**src/rtl/cal_pkg.sv**
```systemverilog
// Package: shared time record and BCD calendar helpers.
// Assumes every field holds valid packed BCD.
package cal_pkg;

    typedef struct packed {
        logic [7:0] century;
        logic [7:0] year;
        logic [7:0] month;
        logic [7:0] date;
        logic [7:0] day;
        logic [7:0] hour;
        logic [7:0] minute;
        logic [7:0] second;
    } cal_time_t;

    typedef struct packed {
        logic       wr_frz;
        logic       rd_frz;
        logic [5:0] cal;
    } cal_ctrl_t;

    localparam cal_time_t TIME_RESET = '{
        century: 8'h20, year: 8'h00, month: 8'h01, date: 8'h01,
        day: 8'h01, hour: 8'h00, minute: 8'h00, second: 8'h00
    };

    // Address map of the host-visible bytes
    localparam logic [3:0] A_CENT = 4'h1;
    localparam logic [3:0] A_CTRL = 4'h8;
    localparam logic [3:0] A_SEC  = 4'h9;
    localparam logic [3:0] A_MIN  = 4'hA;
    localparam logic [3:0] A_HOUR = 4'hB;
    localparam logic [3:0] A_DAY  = 4'hC;
    localparam logic [3:0] A_DATE = 4'hD;
    localparam logic [3:0] A_MON  = 4'hE;
    localparam logic [3:0] A_YEAR = 4'hF;

    // Convert a packed BCD byte (00-99) to binary
    function automatic logic [6:0] bcd2bin(input logic [7:0] v);
        return ({3'b000, v[7:4]} * 7'd10) + {3'b000, v[3:0]};
    endfunction

    // Add one to a packed BCD byte without range wrap
    function automatic logic [7:0] bcd_inc(input logic [7:0] v);
        if (v[3:0] >= 4'd9)
            return {v[7:4] + 4'd1, 4'd0};
        return {v[7:4], v[3:0] + 4'd1};
    endfunction

    // Leap rule: year divisible by 4, year 00 only when century divisible by 4
    function automatic logic leap_year(input logic [7:0] cent, input logic [7:0] yr);
        logic [6:0] yb;
        logic [6:0] cb;
        yb = bcd2bin(yr);
        cb = bcd2bin(cent);
        if (yb[1:0] != 2'd0)
            return 1'b0;
        if (yb != 7'd0)
            return 1'b1;
        return (cb[1:0] == 2'd0);
    endfunction

    // Last date of a month, as packed BCD
    function automatic logic [7:0] month_end(input logic [7:0] mon, input logic leap);
        case (mon)
            8'h02:                      return leap ? 8'h29 : 8'h28;
            8'h04, 8'h06, 8'h09, 8'h11: return 8'h30;
            default:                    return 8'h31;
        endcase
    endfunction

endpackage

```
**src/rtl/cal_prescaler.sv**
```systemverilog
// Module: divides the oscillator enable down to a one-cycle seconds tick.
// Assumes osc_en is synchronous to clk and at most one cycle wide per period.
module cal_prescaler #(
    parameter int PRESCALE = 32768
) (
    input  logic clk,
    input  logic rst_n,
    input  logic osc_en,
    output logic sec_tick
);
    localparam int CNT_W = (PRESCALE > 1) ? $clog2(PRESCALE) : 1;
    localparam logic [CNT_W-1:0] LAST = CNT_W'(PRESCALE - 1);

    logic [CNT_W-1:0] cnt;

    // Tick when the last oscillator pulse of a second arrives
    assign sec_tick = osc_en && (cnt == LAST);

    // Count oscillator pulses, wrapping at the end of each second
    always_ff @(posedge clk) begin
        if (!rst_n)
            cnt <= '0;
        else if (osc_en)
            cnt <= (cnt == LAST) ? '0 : cnt + 1'b1;
    end

    p_cnt_bound_r3: assert property (@(posedge clk) disable iff (!rst_n)
        cnt <= LAST);
    p_wrap_after_tick_r3: assert property (@(posedge clk) disable iff (!rst_n)
        sec_tick |=> cnt == '0);
endmodule

```
**src/rtl/cal_counter.sv**
```systemverilog
// Module: live BCD calendar counters with a parallel load.
// Assumes loaded values are valid BCD inside the calendar ranges.
module cal_counter
    import cal_pkg::*;
(
    input  logic      clk,
    input  logic      rst_n,
    input  logic      sec_tick,
    input  logic      load,
    input  cal_time_t load_val,
    output cal_time_t now
);
    cal_time_t nxt;
    logic      leap;
    logic [7:0] last_date;
    logic      c_sec, c_min, c_hour, c_date, c_mon, c_year;

    assign leap      = leap_year(now.century, now.year);
    assign last_date = month_end(now.month, leap);

    // Carry chain: each field rolls when it is at its top and the lower field carries
    assign c_sec  = (now.second >= 8'h59);
    assign c_min  = c_sec  && (now.minute >= 8'h59);
    assign c_hour = c_min  && (now.hour   >= 8'h23);
    assign c_date = c_hour && (now.date   >= last_date);
    assign c_mon  = c_date && (now.month  >= 8'h12);
    assign c_year = c_mon  && (now.year   >= 8'h99);

    // Compute the calendar one second ahead
    always_comb begin
        nxt        = now;
        nxt.second = c_sec ? 8'h00 : bcd_inc(now.second);
        if (c_sec)
            nxt.minute = c_min ? 8'h00 : bcd_inc(now.minute);
        if (c_min)
            nxt.hour = c_hour ? 8'h00 : bcd_inc(now.hour);
        if (c_hour) begin
            nxt.date = c_date ? 8'h01 : bcd_inc(now.date);
            nxt.day  = (now.day >= 8'h07) ? 8'h01 : bcd_inc(now.day);
        end
        if (c_date)
            nxt.month = c_mon ? 8'h01 : bcd_inc(now.month);
        if (c_mon)
            nxt.year = c_year ? 8'h00 : bcd_inc(now.year);
        if (c_year)
            nxt.century = (now.century >= 8'h99) ? 8'h00 : bcd_inc(now.century);
    end

    // Hold the counters; a load takes priority over a tick
    always_ff @(posedge clk) begin
        if (!rst_n)
            now <= TIME_RESET;
        else if (load)
            now <= load_val;
        else if (sec_tick)
            now <= nxt;
    end

    p_idle_stable_r3: assert property (@(posedge clk) disable iff (!rst_n)
        !sec_tick && !load |=> $stable(now));
    p_sec_range_r5: assert property (@(posedge clk) disable iff (!rst_n)
        now.second <= 8'h59 && now.second[3:0] <= 4'd9);
    p_hour_range_r5: assert property (@(posedge clk) disable iff (!rst_n)
        now.hour <= 8'h23);
    p_day_range_r5: assert property (@(posedge clk) disable iff (!rst_n)
        now.day >= 8'h01 && now.day <= 8'h07);
    p_date_bound_r6: assert property (@(posedge clk) disable iff (!rst_n)
        now.date >= 8'h01 && now.date <= month_end(now.month, leap_year(now.century, now.year)));
    p_year_wrap_r8: assert property (@(posedge clk) disable iff (!rst_n)
        sec_tick && !load && c_year |=> now.year == 8'h00);
endmodule

```
**src/rtl/cal_regfile.sv**
```systemverilog
// Module: host-side register file: bus decode, control byte, storage bytes
// and the once-per-second image of the calendar counters.
// Assumes the strobes are synchronous to clk; a write takes effect on the edge.
module cal_regfile
    import cal_pkg::*;
#(
    parameter int ADDR_W = 4,
    parameter int DATA_W = 8
) (
    input  logic              clk,
    input  logic              rst_n,
    input  logic              sec_tick,
    input  cal_time_t         now,
    input  logic [ADDR_W-1:0] bus_addr,
    input  logic [DATA_W-1:0] bus_wdata,
    input  logic              ce_n,
    input  logic              oe_n,
    input  logic              we_n,
    output logic [DATA_W-1:0] bus_rdata,
    output logic              bus_oe,
    output logic              load,
    output cal_time_t         image
);
    localparam int DEPTH = 1 << ADDR_W;

    cal_ctrl_t         ctrl;
    logic [DATA_W-1:0] store [DEPTH];
    logic              wr_cyc;
    logic              rd_cyc;
    logic              tick_d;
    logic              frozen;
    logic              clk_byte_wr;

    // Decode the strobes: write wins over read when both are low
    assign wr_cyc = !ce_n && !we_n;
    assign rd_cyc = !ce_n && !oe_n && we_n;
    assign frozen = ctrl.wr_frz || ctrl.rd_frz;

    // Flag a host write that lands on one of the clock bytes
    always_comb begin
        case (bus_addr)
            A_CENT, A_SEC, A_MIN, A_HOUR, A_DAY, A_DATE, A_MON, A_YEAR:
                clk_byte_wr = wr_cyc;
            default:
                clk_byte_wr = 1'b0;
        endcase
    end

    // Transfer request when write freeze is released by the host
    assign load = wr_cyc && (bus_addr == A_CTRL) && ctrl.wr_frz && !bus_wdata[7];

    // Delay the tick so the image copies the counters after they step
    always_ff @(posedge clk) begin
        if (!rst_n)
            tick_d <= 1'b0;
        else
            tick_d <= sec_tick;
    end

    // Control byte: freeze bits and calibration value
    always_ff @(posedge clk) begin
        if (!rst_n)
            ctrl <= '0;
        else if (wr_cyc && bus_addr == A_CTRL)
            ctrl <= cal_ctrl_t'(bus_wdata);
    end

    // Plain storage bytes, one per address
    for (genvar g = 0; g < DEPTH; g++) begin : g_store
        always_ff @(posedge clk) begin
            if (!rst_n)
                store[g] <= '0;
            else if (wr_cyc && bus_addr == ADDR_W'(g))
                store[g] <= bus_wdata;
        end
    end

    // Clock byte image: refreshed after a tick unless frozen; host writes edit it
    always_ff @(posedge clk) begin
        if (!rst_n) begin
            image <= TIME_RESET;
        end else begin
            if (tick_d && !frozen)
                image <= now;
            if (wr_cyc) begin
                case (bus_addr)
                    A_CENT: image.century <= bus_wdata;
                    A_YEAR: image.year    <= bus_wdata;
                    A_MON:  image.month   <= bus_wdata;
                    A_DATE: image.date    <= bus_wdata;
                    A_DAY:  image.day     <= bus_wdata;
                    A_HOUR: image.hour    <= bus_wdata;
                    A_MIN:  image.minute  <= bus_wdata;
                    A_SEC:  image.second  <= bus_wdata;
                    default: ;
                endcase
            end
        end
    end

    // Read multiplexer; drives zero outside a read cycle
    always_comb begin
        bus_rdata = '0;
        if (rd_cyc) begin
            case (bus_addr)
                A_CENT:  bus_rdata = image.century;
                A_YEAR:  bus_rdata = image.year;
                A_MON:   bus_rdata = image.month;
                A_DATE:  bus_rdata = image.date;
                A_DAY:   bus_rdata = image.day;
                A_HOUR:  bus_rdata = image.hour;
                A_MIN:   bus_rdata = image.minute;
                A_SEC:   bus_rdata = image.second;
                A_CTRL:  bus_rdata = ctrl;
                default: bus_rdata = store[bus_addr];
            endcase
        end
    end
    assign bus_oe = rd_cyc;

    p_freeze_hold_r9: assert property (@(posedge clk) disable iff (!rst_n)
        frozen && !clk_byte_wr |=> $stable(image));
    p_release_clears_r10: assert property (@(posedge clk) disable iff (!rst_n)
        load |=> !ctrl.wr_frz);
    p_no_write_deselect_r2: assert property (@(posedge clk) disable iff (!rst_n)
        ce_n |=> $stable(ctrl));
    p_refresh_only_tick_r12: assert property (@(posedge clk) disable iff (!rst_n)
        !tick_d && !clk_byte_wr |=> $stable(image));
endmodule

```
**src/rtl/bcd_calendar_regs.sv**
```systemverilog
// Module: top of the BCD calendar register file.
// Joins the prescaler, the live counters and the host register file.
// Assumes osc_en pulses at the oscillator rate, synchronous to clk.
module bcd_calendar_regs
    import cal_pkg::*;
#(
    parameter int PRESCALE = 32768
) (
    input  logic       clk,
    input  logic       rst_n,
    input  logic       osc_en,
    input  logic [3:0] bus_addr,
    input  logic [7:0] bus_wdata,
    input  logic       ce_n,
    input  logic       oe_n,
    input  logic       we_n,
    output logic [7:0] bus_rdata,
    output logic       bus_oe
);
    logic      sec_tick;
    logic      load;
    cal_time_t now;
    cal_time_t image;

    cal_prescaler #(.PRESCALE(PRESCALE)) u_pre (
        .clk      (clk),
        .rst_n    (rst_n),
        .osc_en   (osc_en),
        .sec_tick (sec_tick)
    );

    cal_counter u_cnt (
        .clk      (clk),
        .rst_n    (rst_n),
        .sec_tick (sec_tick),
        .load     (load),
        .load_val (image),
        .now      (now)
    );

    cal_regfile #(.ADDR_W(4), .DATA_W(8)) u_regs (
        .clk       (clk),
        .rst_n     (rst_n),
        .sec_tick  (sec_tick),
        .now       (now),
        .bus_addr  (bus_addr),
        .bus_wdata (bus_wdata),
        .ce_n      (ce_n),
        .oe_n      (oe_n),
        .we_n      (we_n),
        .bus_rdata (bus_rdata),
        .bus_oe    (bus_oe),
        .load      (load),
        .image     (image)
    );
endmodule

```
**config.mk**
```make
export PLATFORM = sky130hd
export DESIGN_NAME = bcd_calendar_regs
export DESIGN_NICKNAME = d
export VERILOG_FILES = /design/src/rtl/cal_pkg.sv /design/src/rtl/cal_prescaler.sv /design/src/rtl/cal_counter.sv /design/src/rtl/cal_regfile.sv /design/src/rtl/bcd_calendar_regs.sv
export SDC_FILE = /design/constraint.sdc
export NUM_CORES = 1
export LEC_CHECK = 0
export BUFFER_PORTS_ARGS = -buffer_cell sky130_fd_sc_hd__buf_2
export CORE_MARGIN = 10
export CORE_UTILIZATION = 50
export CTS_CLUSTER_DIAMETER = 40
export CTS_CLUSTER_SIZE = 24
export DETAILED_ROUTE_END_ITERATION = 12
export GPL_TIMING_DRIVEN = 0
export PLACE_DENSITY = 0.75
export REMOVE_ABC_BUFFERS = 1
export SLEW_MARGIN = 20
export SYNTH_ARGS = -nofsm -noshare
export SYNTH_HDL_FRONTEND = slang
export SYNTH_SLANG_ARGS = --single-unit
```
**constraint.sdc**
```tcl
create_clock -name clk -period 5.4 [get_ports clk]
set_input_delay 0.54 -clock clk [delete_from_list [all_inputs] [get_ports clk]]
set_output_delay 0.54 -clock clk [all_outputs]
set_load 0.005 [all_outputs]
```
Word level (Yosys, flattened, before mapping)
Memories as Yosys holds them, arrays and structs flattened.
Cells that the tools add are included.

operators by class
  add/sub/neg operators = 19
  $mul = 2
  $lt $le $gt $ge = 16
  eq/ne operators = 21
  multiplexer cells = 134
  bitwise operators = 16
  reduce and logical (&&, ||, !) cells = 68

operator list
  cell                     number
  $mux W8                  54
  $mux W64                 4
  $mux W1                  72
  $pmux W8 S9              1
  $add A4 B1 Y4 const B    16
  $eq A4 B4 Y1 const B     8
  $ge A4 B4 Y1 const B     8
  $logic_and A1 B1 Y1      28
  $reduce_bool A3 Y1       8
  $reduce_and A3 Y1        7
  $eq A4 B3 Y1 const B     4
  $eq A8 B3 Y1 const B     2
  $ge A8 B7 Y1 const B     2
  $ge A8 B8 Y1 const B     2
  $mux W16                 1
  $or A1 B1 Y1             16
  $pmux W8 S2              1
  $reduce_bool A2 Y1       8
  $add A15 B1 Y15 const B  1
  $eq A15 B15 Y1 const B   1
  $mux W15                 1
  $reduce_and A2 Y1        7
  $eq A4 B2 Y1 const B     2
  $eq A8 B2 Y1 const B     1
  17 further kinds         21

word-level totals
  flip-flop bits (word level) = 152
  bits in writable memories = 128
  bits of input ports = 18
  output and inout port bits = 9
  logic and storage cells = 306
  memories = 1

memory list
  name          depth  bits a word  read ports  clocked after Yosys merged registers in  write ports  line               RTL
  u_regs.store  16     8            1           0                                        16           cal_regfile.sv:27  logic [DATA_W-1:0] store [DEPTH];

Logic depth before layout (Yosys ltp)
Gate-level depths: netlist of the first run.

  word-level depth = 19
  gate-level depth with buffers = 16
  mapped depth without buffers = 16

Modules after synthesis
A second synthesis of the first run with hierarchy kept.

unflattened totals
  cell total of the unflattened synthesis = 1272
  area, all modules = 12199.2 um^2

by module, submodules not included
  module         instances  cells each  area an instance (um^2)  seq. area each (um^2)
  cal_regfile    1          643         6825.3                   3143.0
  cal_counter    1          553         4650.7                   1281.2
  cal_prescaler  1          76          723.2                    300.3

Least setup slack after synthesis of the first run
No wires, ideal clock.

  path kind = register to register
  start point = register, netlist name u_cnt.now[55]
  end point = register, netlist name u_cnt.now[61]
  setup time = 0.123 ns
  arrival time = 4.206 ns
  data required time = 5.277 ns
  setup slack = 1.071 ns
  stages on the path, launching flop included = 16
  path buffers = 0
  period minus slack after synthesis = 4.329 ns
  path through = dfxtp_1 > ha_1 > ha_1 > inv_1 > fa_1 > or4b_2 > a221o_1 > nand2_1 > mux2i_1 > ha_1 > nor4b_1 > o221ai_1 > nor2_1 > nor4_4 > nand2_2 > mux2_1

on the way
  longest elaborated chain between the ends = 15
  elaborated cells on any way between the ends = 17
  classes of those cells = add/sub: 1; mul: 1; order compare: 2; mux: 7; reduce/logical: 6

RTL lines
  element                                  line               RTL
  $mul A4 B3 Y6                            cal_pkg.sv:40      return ({3'b000, v[7:4]} * 7'd10) + {3'b000, v[3:0]};
  $add A7 B4 Y7                            cal_pkg.sv:40
  $reduce_bool A7 Y1                       cal_pkg.sv:58      if (yb != 7'd0)
  $mux W1 (2 in series)                    cal_pkg.sv:58
  $mux W1                                  cal_pkg.sv:60      return (cb[1:0] == 2'd0);
  $mux W1                                  cal_pkg.sv:58
  $mux W1                                  cal_pkg.sv:66      8'h02: return leap ? 8'h29 : 8'h28;
  $pmux W8 S2                              cal_pkg.sv:65      case (mon)
  $ge A8 B8 Y1                             cal_counter.sv:25  assign c_date = c_hour && (now.date >= last_date);
  $logic_and A1 B1 Y1                      cal_counter.sv:25
  $logic_and A1 B1 Y1                      cal_counter.sv:26  assign c_mon = c_date && (now.month >= 8'h12);
  $logic_and A1 B1 Y1 (*)                  cal_counter.sv:27  assign c_year = c_mon && (now.year >= 8'h99);
  $reduce_bool A2 Y1 (no source line) (*)  --
  $reduce_and A3 Y1 (no source line) (*)   --

Mark *: on every way between the ends. The rest lies on a longest branch, timed or not. The select of a mux whose other input is x is not followed.
A chain may end at the register's enable or synchronous reset.

Final worst setup path of the first run
  start point = register, netlist name u_cnt.now[53]
  end point = register, netlist name u_cnt.now[61]

on the way
  longest elaborated chain between the ends = 15
  elaborated cells on any way between the ends = 17
  classes of those cells = add/sub: 1; mul: 1; order compare: 2; mux: 7; reduce/logical: 6

RTL lines
  element                                  line
  $mul A4 B3 Y6                            cal_pkg.sv:40
  $add A7 B4 Y7                            cal_pkg.sv:40
  $reduce_bool A7 Y1                       cal_pkg.sv:58
  $mux W1 (2 in series)                    cal_pkg.sv:58
  $mux W1                                  cal_pkg.sv:60
  $mux W1                                  cal_pkg.sv:58
  $mux W1                                  cal_pkg.sv:66
  $pmux W8 S2                              cal_pkg.sv:65
  $ge A8 B8 Y1                             cal_counter.sv:25
  $logic_and A1 B1 Y1                      cal_counter.sv:25
  $logic_and A1 B1 Y1                      cal_counter.sv:26
  $logic_and A1 B1 Y1 (*)                  cal_counter.sv:27
  $reduce_bool A2 Y1 (no source line) (*)  --
  $reduce_and A3 Y1 (no source line) (*)   --

Marked as above.

==> results of run 1 <==
## report_power, final
part           total (mW)  internal (mW)  switching [mW]
combinational       0.182         0.0523           0.130
clock                1.93           1.07           0.860
sequential           1.71           1.70          0.0137
## stage by stage
stage / total power, mW / TNS (ns) / area (µm²) / std cells / util (%)
6_report: 3.83 / 0 / 13700 / 1681 / 56.6
5_1_grt: 3.93 / 0 / 13700 / 1681 / 56.6
4_1_cts: 3.84 / 0 / 13700 / 1680 / 56.6
3_5_place_dp: 1.93 / 0 / 12700 / 1624 / 52.5
3_3_place_gp: 1.92 / -321.97 / 12500 / 1609 / 51.8
2_1_floorplan: 1.84 / -148.40 / 12000 / 1259 / -
## flip-flops by register name (all words and copies together), names as in the netlist
name / cells
u_pre.cnt: 15
u_cnt.now: 64
u_regs.image: 64
u_regs.store: 64
u_regs.tick_d: 1
u_regs.ctrl: 8
## layout by cell type, fill, tap and decap left out, types with 40 or more instances in the layout
cell type,n
nor2_1,82
dfxtp_1,152
a21oi_1,68
mux2i_1,71
nor3_1,50
o21ai_0,40
ha_1,52
nand2_1,98
nand3_1,43
edfxtp_1,64
inv_1,50
o21bai_1,60
and2_1,105
## layer usage
metal  part of all wire [%]  global-route usage [%]
met3                    8.0                    3.44
met4                    4.3                    9.18
met5                      0                       0
met1                     41                    28.3
met2                     47                    36.6
## cell type report
type | instances | area, µm²
multi-input cells | 990 | 6870
clock inverters | 24 | 233
fillers | 2140 | 10500
diodes | 1 | 2.50
repair buffers | 41 | 293
flip-flops and latches | 216 | 4960
clock buffers | 32 | 758
well taps | 324 | 405
inverters | 53 | 200
## worst max-delay path by stage
stage,from,to
after floorplan,u_regs.ctrl[7],u_regs.image[24]
after global placement,u_regs.ctrl[7],u_regs.image[8]
after detailed placement,u_cnt.now[53],u_cnt.now[61]
after CTS,u_cnt.now[53],u_cnt.now[61]
after global routing,u_cnt.now[55],u_cnt.now[61]
final,u_cnt.now[53],u_cnt.now[61]
## logic make-up (layout without fill, tap and decap cells)
group           count (synthesis)  in the layout  share of synthesized area [%]
mux                            93             93                           9.26
xor+xnor                       17             17                           1.21
flops                         216            216                           40.4
compound gates                361            361                           19.9
other cells                     0              1                              0
fa+ha+maj                      54             54                           5.62
simple gates                  465            465                           19.8
buf+inv                       124            150                           3.90
## worst max-delay path, delay by kind of cell (launching register included)
| kind | cells | cell delay, ns |
|---|---|---|
| compound gates | 2 | 0.61 |
| fa+ha+maj | 4 | 1.19 |
| buf+inv | 1 | 0.06 |
| flops | 1 | 0.54 |
| mux | 2 | 0.41 |
| simple gates | 6 | 2.17 |
==> results.toml, run 1 <==
[die]
core_area_um2 = 24200
die_h_um = 177
die_x_um = 177
start_util_pct = 50.7
num_rows = 57
ioPinCount = 27
die-area_um2 = 31300

[drt]
vias = 10500
drcViolationCount = 0
first_pass_iters = 6
wl_per_cell_um = 21.0
finalWirelength_um = 35400
drt_iter0_drc = 940
antenna_left = 0
viasPerCell = 6.26

[critical_path]
rr_worst_depth = 15
critPathSlowestCell = "or4b_2"
start_kind = "flip-flop"
arrival_ns = 5.54
path_max_fanout = 10
critPathKind = "reg -> reg"
critPathCaptureType = "flip-flop"
path_common_cell = "ha_1"
worstPathRequired_ns = 5.84
path_cells = "ha_1 -> ha_1 -> inv_1 -> fa_1 -> or4b_2 -> a221o_1 -> nand2_1 -> mux2i_1 -> ha_1 -> nor4b_1 -> o221ai_1 -> nor2_1 -> nor4_4 -> nand2_2 -> mux2_1"
regToRegSetupSlack_ns = 0.30
cpPeakStageDelay_ns = 0.68
rr_startpoint = "u_cnt.now[53]"
crit-reg2reg-capture = "u_cnt.now[61]"

[cts]
cts_tree = "done"
ctsHoldBuffers = 0
clk_pin_slew_ns = 0.06
h-tree-depth = 1
cts-buffers-inserted = 30
cts_root_buffer = "clkbuf_16"
clock_sinks = 216
cts_setup_buffers = 0
clockBufferDepth = 3
clkLatencyLatePin_ns = 0.57
post_cts_resized = 0

[min_path]
min_to = "u_pre.cnt[1]"
min_path_cells = 3
min_from = "osc_en"
hp-class = "in -> reg"

[global_route]
grt_pass1_vias = 10100
grt_max_degree = 56
grt_overflow = 0
grt_util_all_layers_pct = 22.1
antenna_found_initial = 1
grt_first_pass_wirelength_um = 56000

[pwr]
pwr_density_cell_nw_per_um2 = 279
vdd_ir_drop_max_mv = 0.273
leakagePower_nw = 4.89

[sta]
max_freq_ghz = 0.196
fin_ws_ns = 0.297
fin_crit_sh_pct = 94.5
grt_setup_unrepaired = "false"
final-setup-viol-count = 0
finalHoldViolations = 0
slew_headroom_pct = 24.7
fin_skew_ns = 0.0204
worstMarginPinSlew_ns = 1.13
holdWs_ns = 0.325
period_needed_ns = 5.10
maxSlewViolCount = 0

[synth]
synth_top_area_share_pct = 24.8
avgSynthCellArea_um2 = 9.24
yosysSeqAreaShare_pct = 40.4
synth_seq_cells = 216
synthFlopType = "dfxtp_1"
synth_edf_count = 64
ys_warn_count = 0
synth_area_um2 = 12300
yosysMostFrequentCell = "dfxtp_1"
synth_top_cells_by_area = "dfxtp_1, edfxtp_1, mux2i_1"
synth_top_cells_by_count = "dfxtp_1, and2_1, nand2_1, nor2_1, mux2i_1"
synthArstFlopShare_pct = 0
yosysTopAreaCell = "dfxtp_1"
netlist_instances = 1330
synth.distinct_cells = 83

[place]
dp_hpwl_um = 25000
port-buffer-count = 26
place.gp.congestion = 0.978
post-place-ws_ns = 0.331

[run_status]
status = "finished, final reports clean"

[layout]
syn_to_final_growth_pct = 11.6
drive_gt1_share_pct = 10.0
nNetsFinal = 1404

[job]
maxCapViolations = 0
Power figures use the tool's default switching activity.
==> inputs of run 2 (changes only) <==
PLACE_DENSITY = 0.66   (was 0.75)
==> run 2 against run 1 <==
  * Largest cell class unchanged
  * Sequential share of layout area decreased by 0.50 points
  * Global-route usage is 0.72 points higher
  * Critical endpoint unchanged
  * Largest power group unchanged
  * Via count is 1.7% lower
  * Cell area rose by 1.4%
  * Power increased by 7.9%
  * Clock skew rose by 0.0073 ns
  * Sequential power barely moved
  * Die area unchanged
==> results.toml, run 2 (synthesis results as in run 1) <==
[pwr]
pwr_density_cell_nw_per_um2 = 297
switching_share_pct = 22.7
leakagePower_nw = 4.98
pwr-share-comb_pct = 4.5
power_frac_seq_pct = 41.5
clkPwrFrac_pct = 54.0
p_int_mw = 3.19
vdd_ir_drop_max_mv = 0.300
p_sw_mw = 0.939
finalPower_mw = 4.13

[global_route]
grt_pass1_vias = 9914
grt_overflow = 0
grt_first_pass_wirelength_um = 56800
grt_max_degree = 56
antenna_found_initial = 1
grt_util_all_layers_pct = 22.9

[sta]
worstMarginPinSlew_ns = 1.16
maxSlewViolCount = 0
period_needed_ns = 5.12
finalHoldViolations = 0
max_freq_ghz = 0.195
slew_headroom_pct = 22.7
fin_crit_sh_pct = 94.8
holdWs_ns = 0.389
final-setup-viol-count = 0
finalSetupTns_ns = 0
grt_setup_unrepaired = "false"
fin_skew_ns = 0.0277

[min_path]
min_to = "u_pre.cnt[1]"
hp-class = "in -> reg"
min_from = "osc_en"
min_path_cells = 3

[layout]
final_core_util_pct = 57.4
drive_gt1_share_pct = 10.3
final_common_cell = "dfxtp_1"
reg_top3 = "u_cnt.now (64), u_regs.image (64), u_regs.store (64)"
syn_to_final_growth_pct = 13.2
most-common-layout-cells = "dfxtp_1, and2_1, nand2_1, nor2_1, mux2i_1"
fillers = 2155
nNetsFinal = 1409

[cts]
clock_sinks = 216
ctsHoldBuffers = 0
clk_pin_slew_ns = 0.06
h-tree-depth = 2
cts_setup_buffers = 0
cts-buffers-inserted = 34
post_cts_resized = 0
clockBufferDepth = 3
clkLatencyLatePin_ns = 0.51
cts_tree = "done"
cts_root_buffer = "clkbuf_16"

[die]
num_rows = 57
core_area_um2 = 24200
die_h_um = 177
die-area_um2 = 31300
die_x_um = 177
start_util_pct = 50.7
ioPinCount = 27

[critical_path]
regToRegSetupSlack_ns = 0.28
critPathKind = "reg -> reg"
worstPathRequired_ns = 5.79
rr_startpoint = "u_cnt.now[53]"
start_kind = "flip-flop"
cpPeakStageDelay_ns = 0.67
crit-reg2reg-capture = "u_cnt.now[61]"
critPathSlowestCell = "or4b_2"
path_max_fanout = 10
arrival_ns = 5.51
rr_worst_depth = 15
critPathCaptureType = "flip-flop"
path_cells = "ha_1 -> ha_1 -> inv_1 -> fa_1 -> or4b_2 -> a221o_1 -> nand2_1 -> mux2i_1 -> ha_1 -> nor4b_1 -> o221ai_1 -> nor2_1 -> nor4_4 -> nand2_2 -> mux2_1"
path_common_cell = "ha_1"

[place]
place.gp.congestion = 0.948
dp_hpwl_um = 25100
port-buffer-count = 26

[drt]
drt_iter0_drc = 1066
met2WireLength_um = 17200
drcViolationCount = 0
route.layer.met1.wl_um = 15500
highest_layer = "met4"
antenna_left = 0
viasPerCell = 6.14
wl_per_cell_um = 21.5
first_pass_iters = 5
finalWirelength_um = 36200
met3_wirelength_um = 2390
vias = 10300

[job]
maxCapViolations = 0

[run_status]
status = "finished, final reports clean"
## run 2: cell count changes in the layout (fill, tap and decap cells not counted), sizes merged
cell,delta
clkinv,-2
clkinvlp,+1
bufinv,+4
buf,+1
clkbuf,+10
inv,-10
## run 2: how the worst max path moves through the flow
stage                            end           start
floorplan           u_regs.image[24]  u_regs.ctrl[7]
global placement    u_regs.image[32]  u_regs.ctrl[7]
detailed placement     u_cnt.now[61]   u_cnt.now[53]
CTS                    u_cnt.now[61]   u_cnt.now[53]
global route           u_cnt.now[61]   u_cnt.now[53]
finish                 u_cnt.now[61]   u_cnt.now[53]
## run 2: per-layer routing
metal	GRT usage [%]	vias to the layer above
met5	0	-
met4	7.99	0
met1	29.7	4971
met3	3.63	76
met2	37.8	383
li1	-	4909
## run 2: power by group through the flow
stage	logic (mW)	registers [mW]	clock network [mW]
3_3_place_gp	0.181	1.75	0
6_report	0.186	1.72	2.23
5_1_grt	0.198	1.72	2.33
4_1_cts	0.183	1.72	2.25
2_1_floorplan	0.0942	1.74	0
3_5_place_dp	0.183	1.75	0
## run 2: area by class of cell
class	count	area (µm²)	share of cell area, %
Multi-Input combinational cell	990	6870	49.3
Inverter	53	199	1.43
Clock buffer	42	942	6.77
Sequential cell	216	4960	35.7
Tap cell	324	405	2.91
Timing Repair Buffer	42	318	2.28
Antenna cell	1	2.50	0.0180
Clock inverter	17	219	1.57
## run 2: critical path: cells and delay by family (launching register included)
kind | cells | cell delay, ns
AO/OA/AOI/OAI | 2 | 0.63
flip-flops | 1 | 0.53
adder cells (fa/ha/maj) | 4 | 1.20
multiplexers | 2 | 0.42
AND/OR/NAND/NOR | 6 | 2.16
buffers and inverters | 1 | 0.06
## run 2: per-stage QoR
step | instances | setup WS, ns | instance area [µm²]
after detailed placement | 1625 | 0.320 | 12800
after floorplan | 1259 | -2.35 | 12000
after global routing | 1684 | 0.0326 | 13900
after CTS | 1684 | 0.294 | 13900
final | 1685 | 0.281 | 13900
after global placement | 1609 | -5.35 | 12500
